**src/rtl/mdio_pkg.sv**
```systemverilog
package mdio_pkg;

    localparam int PRE_BITS = 32;

    // bit counter values inside a 64-bit frame
    localparam logic [6:0] FRAME_LEN = 7'd64;
    localparam logic [6:0] TA_FIRST  = 7'd46;
    localparam logic [6:0] DATA_FIRST = 7'd48;

    typedef struct packed {
        logic [4:0]  phy;
        logic [4:0]  regn;
        logic        is_read;
        logic [15:0] data;
    } mgmt_cmd_t;

    function automatic mgmt_cmd_t unpack_cmd(input logic [31:0] w);
        mgmt_cmd_t c;
        c.data    = w[15:0];
        c.phy     = w[20:16];
        c.regn    = w[25:21];
        c.is_read = w[26];
        return c;
    endfunction

    function automatic logic [63:0] build_frame(input mgmt_cmd_t c);
        logic [1:0]  op;
        logic [1:0]  ta;
        logic [15:0] payload;
        op      = c.is_read ? 2'b10 : 2'b01;
        ta      = c.is_read ? 2'b11 : 2'b10;
        payload = c.is_read ? 16'hFFFF : c.data;
        return {{PRE_BITS{1'b1}}, 2'b01, op, c.phy, c.regn, ta, payload};
    endfunction

endpackage

```
**src/rtl/mdc_gen.sv**
```systemverilog
module mdc_gen #(
    parameter int HALF_DIV = 4
) (
    input  logic clk,
    input  logic rst,
    output logic mdc,
    output logic rise_tick,
    output logic fall_tick
);
    localparam int CW = (HALF_DIV > 1) ? $clog2(HALF_DIV) : 1;

    logic [CW-1:0] cnt;
    logic          wrap;

    assign wrap      = (cnt == CW'(HALF_DIV - 1));
    assign rise_tick = wrap && !mdc;
    assign fall_tick = wrap && mdc;

    always_ff @(posedge clk) begin
        if (rst) begin
            cnt <= '0;
            mdc <= 1'b0;
        end else if (wrap) begin
            cnt <= '0;
            mdc <= ~mdc;
        end else begin
            cnt <= cnt + CW'(1);
        end
    end


    mdc_edge_on_wrap_chk: assert property (@(posedge clk) disable iff (rst)
        (mdc != $past(mdc)) |-> $past(wrap));

endmodule

```
**src/rtl/mdio_frame.sv**
```systemverilog
module mdio_frame
    import mdio_pkg::*;
(
    input  logic        clk,
    input  logic        rst,
    input  logic        start,
    input  mgmt_cmd_t   cmd,
    input  logic        rise_tick,
    input  logic        fall_tick,
    input  logic        mdio_i,
    output logic        mdio_o,
    output logic        mdio_oe,
    output logic        done,
    output logic        active,
    output logic [15:0] rd_data
);
    logic [63:0] shreg;
    logic [6:0]  bitcnt;
    logic        run;
    logic        rd_op;

    assign active = run;

    always_ff @(posedge clk) begin
        if (rst) begin
            shreg   <= '0;
            bitcnt  <= '0;
            run     <= 1'b0;
            rd_op   <= 1'b0;
            mdio_o  <= 1'b1;
            mdio_oe <= 1'b0;
            done    <= 1'b0;
            rd_data <= '0;
        end else begin
            done <= 1'b0;
            if (!run) begin
                if (start) begin
                    shreg  <= build_frame(cmd);
                    bitcnt <= '0;
                    run    <= 1'b1;
                    rd_op  <= cmd.is_read;
                end
            end else if (fall_tick && bitcnt < FRAME_LEN) begin
                mdio_o  <= shreg[63];
                shreg   <= {shreg[62:0], 1'b1};
                mdio_oe <= !(rd_op && bitcnt >= TA_FIRST);
                bitcnt  <= bitcnt + 7'd1;
            end else if (rise_tick && bitcnt != 7'd0) begin
                if (rd_op && bitcnt > DATA_FIRST)
                    rd_data <= {rd_data[14:0], mdio_i};
                if (bitcnt == FRAME_LEN) begin
                    run     <= 1'b0;
                    done    <= 1'b1;
                    mdio_oe <= 1'b0;
                    mdio_o  <= 1'b1;
                end
            end
        end
    end


    read_release_chk: assert property (@(posedge clk) disable iff (rst)
        (run && rd_op && bitcnt > TA_FIRST) |-> !mdio_oe);


    idle_release_chk: assert property (@(posedge clk) disable iff (rst)
        !run |-> !mdio_oe);

endmodule

```
**src/rtl/mdio_cmd_engine.sv**
```systemverilog
module mdio_cmd_engine
    import mdio_pkg::*;
#(
    parameter int HALF_DIV = 4
) (
    input  logic        clk,
    input  logic        rst,
    input  logic        host_we,
    input  logic        host_sel,
    input  logic [31:0] host_wdata,
    output logic [31:0] cmd_word,
    output logic [31:0] phy_addr_word,
    output logic        mdc,
    output logic        mdio_o,
    output logic        mdio_oe,
    input  logic        mdio_i
);
    mgmt_cmd_t   cur;
    logic        busy;
    logic        rd_valid;
    logic [4:0]  phy_addr_q;
    logic        accept;
    logic        rise_tick;
    logic        fall_tick;
    logic        eng_done;
    logic        eng_active;
    logic [15:0] eng_rdata;
    logic        unused_hi;

    assign unused_hi = ^host_wdata[31:27];
    assign accept    = host_we && !host_sel && !busy;

    mdc_gen #(.HALF_DIV(HALF_DIV)) u_mdc (
        .clk(clk), .rst(rst), .mdc(mdc),
        .rise_tick(rise_tick), .fall_tick(fall_tick)
    );

    mdio_frame u_frame (
        .clk(clk), .rst(rst), .start(accept), .cmd(unpack_cmd(host_wdata)),
        .rise_tick(rise_tick), .fall_tick(fall_tick), .mdio_i(mdio_i),
        .mdio_o(mdio_o), .mdio_oe(mdio_oe), .done(eng_done),
        .active(eng_active), .rd_data(eng_rdata)
    );

    always_ff @(posedge clk) begin
        if (rst) begin
            cur        <= '0;
            busy       <= 1'b0;
            rd_valid   <= 1'b0;
            phy_addr_q <= '0;
        end else begin
            if (host_we && host_sel)
                phy_addr_q <= host_wdata[4:0];
            if (accept) begin
                cur      <= unpack_cmd(host_wdata);
                busy     <= 1'b1;
                rd_valid <= 1'b0;
            end else if (eng_done) begin
                busy <= 1'b0;
                if (cur.is_read) begin
                    cur.data <= eng_rdata;
                    rd_valid <= 1'b1;
                end
            end
        end
    end

    assign cmd_word      = {3'b000, busy, rd_valid, cur.is_read, cur.regn, cur.phy, cur.data};
    assign phy_addr_word = {27'd0, phy_addr_q};


    busy_covers_frame_chk: assert property (@(posedge clk) disable iff (rst)
        eng_active |-> busy);


    ignore_while_busy_chk: assert property (@(posedge clk) disable iff (rst)
        (host_we && !host_sel && busy) |=> $stable(cmd_word[26:16]));


    valid_busy_exclusive_chk: assert property (@(posedge clk) disable iff (rst)
        !(cmd_word[28] && cmd_word[27]));


    phy_addr_store_chk: assert property (@(posedge clk) disable iff (rst)
        (host_we && host_sel) |=> phy_addr_word[4:0] == $past(host_wdata[4:0]));

endmodule

```
**config.mk**
```make
export PLATFORM = sky130hd
export DESIGN_NAME = mdio_cmd_engine
export DESIGN_NICKNAME = d
export VERILOG_FILES = /design/src/rtl/mdio_pkg.sv /design/src/rtl/mdc_gen.sv /design/src/rtl/mdio_frame.sv /design/src/rtl/mdio_cmd_engine.sv
export SDC_FILE = /design/constraint.sdc
export NUM_CORES = 1
export LEC_CHECK = 0
export BUFFER_PORTS_ARGS = -buffer_cell sky130_fd_sc_hd__buf_4
export CAP_MARGIN = 20
export CORE_UTILIZATION = 56
export CTS_CLUSTER_SIZE = 40
export DETAILED_ROUTE_END_ITERATION = 8
export GPL_ROUTABILITY_DRIVEN = 0
export PLACE_DENSITY = 0.78
export SYNTH_ARGS = -nofsm -noshare
export SYNTH_HDL_FRONTEND = slang
export SYNTH_HIERARCHICAL = 1
export SYNTH_SLANG_ARGS = --single-unit
```
**constraint.sdc**
```tcl
create_clock -name clk -period 2.55 [get_ports clk]
set_input_delay 0.1275 -clock clk [delete_from_list [all_inputs] [get_ports clk]]
set_output_delay 0.1275 -clock clk [all_outputs]
set_load 0.01 [all_outputs]
```
==> flow_summary.json <==
{
  "status": "finished, final reports clean",
  "ios": 104,
  "layout.nets": 846,
  "r2r_end": "u_frame/bitcnt[3]$_SDFFE_PP0P_",
  "die_area_um2": 11580,
  "die_h_um": 107.6,
  "hold_end": "phy_addr_q[3]$_SDFFE_PP0P_",
  "rows": 38,
  "cts_tree": "yes",
  "irDropWorstVdd_mv": 0.4816,
  "cap_violations": 0,
  "fp.coreArea_um2": 10840,
  "p_per_area_nw_per_um2": 677.2,
  "clk_pin_slew_ns": 0.06,
  "timing.rr.start": "busy$_SDFFE_PP0P_",
  "area_growth_pct": 20.06,
  "antenna_found_initial": 0,
  "portBuffers": 68,
  "worstPathRequired_ns": 2.96,
  "grt_setup_unrepaired": "no",
  "drtPass1Iterations": 5,
  "synth.avg_cell_area_um2": 8.358,
  "rrSetupSlack_ns": 0.41,
  "fillers": 814,
  "worst-path-max-fanout": 59,
  "crit_path_end_kind": "flop",
  "finClkSkew_ns": 0.005138,
  "synthArstFlopShare_pct": 0,
  "clockBufferDepth": 2,
  "clkSinkCount": 129,
  "die_w_um": 107.6,
  "cp-start-kind": "flop",
  "worst_slack_ns": 0.4071,
  "setup_viol_count_final": 0,
  "htree_num_levels": 4,
  "min_path_cells": 4,
  "synthesis.instances": 747,
  "fin_crit_ns": 2.143,
  "holdBufCountCts": 34,
  "p_leak_uw": 0.002992,
  "path_buf_inv": 2,
  "fin_setup_tns_ns": 0,
  "vias_per_cell": 5.888,
  "dp_hpwl_um": 9226,
  "cts_root_buf": "clkbuf_8",
  "num_antenna_cells": 0,
  "pre_cts_slack_ns": 0.4618,
  "layout-drive-gt1-share_pct": 16.36,
  "cts-buffers-inserted": 17,
  "min_period_over_period_pct": 84.04,
  "slowest_stage": "or3b_1",
  "ys_seq_elements": 129,
  "ys_warn_count": 6,
  "routed_wirelength_um": 15670,
  "critPathTopFamily": "simple AND/OR/NAND/NOR gates",
  "worstSetupPathType": "reg2reg",
  "yosysSeqAreaShare_pct": 41.36,
  "drt_iter0_markers": 616,
  "grt_remaining_overflow": 0,
  "timing_hold_violations_final": 0,
  "cts_setup_buffers": 0,
  "arrival_ns": 2.55,
  "drc_errors": 0,
  "synth_flop_cell": "dfxtp_1",
  "reg2reg_depth": 6,
  "cts_resized": 0,
  "num_vias": 5647,
  "hold_class": "in2reg",
  "fmax_ghz": 0.4667,
  "slew_headroom_pct": 49.20,
  "start_util_pct": 57.59,
  "worstPathCellList": "or3b_1, clkinv_1, nor2b_4, buf_12, o2111ai_1, mux2i_1",
  "critPathMaxStageDelay_ns": 0.40,
  "first_global_vias": 5298,
  "worst_pin_slew_ns": 0.7610,
  "hold_start": "host_we",
  "synth_cell_types": 48,
  "final_util_pct": 69.15,
  "ant_nets": 0,
  "grt_pass1_wl_um": 25270,
  "synthesis.area_um2": 6243,
  "insertion_delay_ns": 0.53,
  "grt_max_degree": 73,
  "globalRouteTotalUtil_pct": 27.68,
  "slew_violations": 0,
  "synth_enable_flop_cells": 0,
  "wl_per_cell_um": 16.34
}
==> cell families after synthesis <==
family	synth area share [%]
buffers and inverters	10.24
other	0.06006
xor gates and xnor gates	0.1403
adders and majority gates	0.6013
and+or+nand+nor	29.22
DFF	41.36
AOI/OAI and AO/OA	13.89
muxes	4.489
==> cells in the final DEF (no fill, tap or decap), drive strengths merged, types with 2 or more instances in the layout <==
master | netlist | final
mux2i | 28 | 28
and3b | 17 | 17
nor2b | 20 | 20
clkbuf | 29 | 18
conb | 1 | 30
nor2 | 55 | 55
dlygate4sd3 | 0 | 34
inv | 4 | 9
and3 | 2 | 2
o221ai | 15 | 15
clkinv | 1 | 3
a211oi | 29 | 29
clkinvlp | 0 | 5
nand2b | 18 | 18
nand2 | 40 | 40
dfxtp | 129 | 129
o21ai | 19 | 19
ha | 3 | 3
a21oi | 56 | 56
buf | 78 | 84
nand4 | 18 | 18
nand3 | 61 | 61
nand3b | 2 | 2
nor3b | 17 | 17
o2111ai | 2 | 2
or3 | 3 | 3
a311oi | 2 | 2
nor3 | 84 | 84
and2 | 2 | 2
bufinv | 0 | 2
==> per-layer routing <==
layer  track usage, %  share of wire, %  vias to the layer above
met5                0                 0                        -
met4            11.64               2.2                        0
met3            6.235               5.8                       35
met2            45.28                48                      216
met1            35.02                44                     2682
li1                 -                 -                     2714
==> cell type report <==
cell class | instances | area (µm²) | share of cell area [%]
clock inverters | 14 | 153.9 | 2.053
clock buffers | 18 | 417.9 | 5.575
repair buffers | 118 | 1008 | 13.45
multi-input cells | 535 | 3139 | 41.88
well taps | 140 | 175.2 | 2.337
inverters | 5 | 18.77 | 0.2504
flip-flops and latches | 129 | 2582 | 34.45
==> worst max-delay path by stage <==
stage / startpoint / end / slack (ns) / depth (start not counted)
floorplan: busy$_SDFFE_PP0P_ / u_frame/shreg[28]$_SDFFE_PP0P_ / 0.67 / 9
global placement: busy$_SDFFE_PP0P_ / u_frame/bitcnt[3]$_SDFFE_PP0P_ / 0.49 / 6
detailed placement: busy$_SDFFE_PP0P_ / u_frame/bitcnt[3]$_SDFFE_PP0P_ / 0.46 / 6
global route: busy$_SDFFE_PP0P_ / u_frame/shreg[28]$_SDFFE_PP0P_ / 0.24 / 6
CTS: busy$_SDFFE_PP0P_ / u_frame/bitcnt[3]$_SDFFE_PP0P_ / 0.42 / 6
finish: busy$_SDFFE_PP0P_ / u_frame/bitcnt[3]$_SDFFE_PP0P_ / 0.41 / 6
==> synth_stat cells, types with 2 or more instances <==
library cell	count	area, µm²
a311oi_1	2	17.52
ha_1	3	37.54
nor2b_1	20	125.1
nand2_1	40	150.1
mux2i_1	28	280.3
nor3_1	84	420.4
o21ai_0	17	85.08
a211oi_2	12	150.1
nand4_1	18	112.6
o21ai_1	2	10.01
and3b_1	17	148.9
o221ai_1	15	131.4
a21oi_1	55	275.3
and3_1	2	12.51
clkbuf_1	28	105.1
nor3b_1	17	127.6
or3_1	3	18.77
nor2_1	55	206.5
buf_1	2	7.510
nand2b_1	18	112.6
nand3_1	61	305.3
dfxtp_1	129	2582
nand3b_1	2	15.01
o2111ai_1	2	17.52
buf_6	4	45.04
a211oi_1	17	127.6
buf_4	35	262.8
inv_1	4	15.01
buf_2	36	180.2
==> per-stage QoR <==
step	hold slack (ns)	area, µm²	instances	total power [µW]
after floorplan	0.1999	6352	776	2583
after global placement	0.3916	6584	893	2692
after detailed placement	0.3950	6584	893	2715
after CTS	0.0005018	7496	959	5079
after global routing	0.07107	7496	959	5255
final	0.04557	7496	959	5076
==> where the power goes <==
| group | internal (µW) | total [µW] | leakage [µW] | switching [µW] |
|---|---|---|---|---|
| logic | 243 | 532 | 0.00167 | 289 |
| clock network | 1400 | 2350 | 0.000267 | 945 |
| registers | 2130 | 2200 | 0.00106 | 68.1 |
==> worst min-delay path, delay by kind of cell <==
| family | cells | cell delay, ns |
|---|---|---|
| buf+inv | 1 | 0.12 |
| simple gates | 2 | 0.23 |
| compound gates | 1 | 0.05 |
==> sequential cells by signal, indices dropped and copies added (netlist names) <==
| register | count |
|---|---|
| busy | 1 |
| cmd_word | 27 |
| phy_addr_q | 5 |
| rd_valid | 1 |
| u_frame/active | 1 |
| u_frame/bitcnt | 7 |
| u_frame/done | 1 |
| u_frame/mdio_o | 1 |
| u_frame/mdio_oe | 1 |
| u_frame/rd_data | 16 |
| u_frame/rd_op | 1 |
| u_frame/shreg | 64 |
| u_mdc/cnt | 2 |
| u_mdc/mdc | 1 |
No activity file was read; power rests on OpenSTA's default activity.
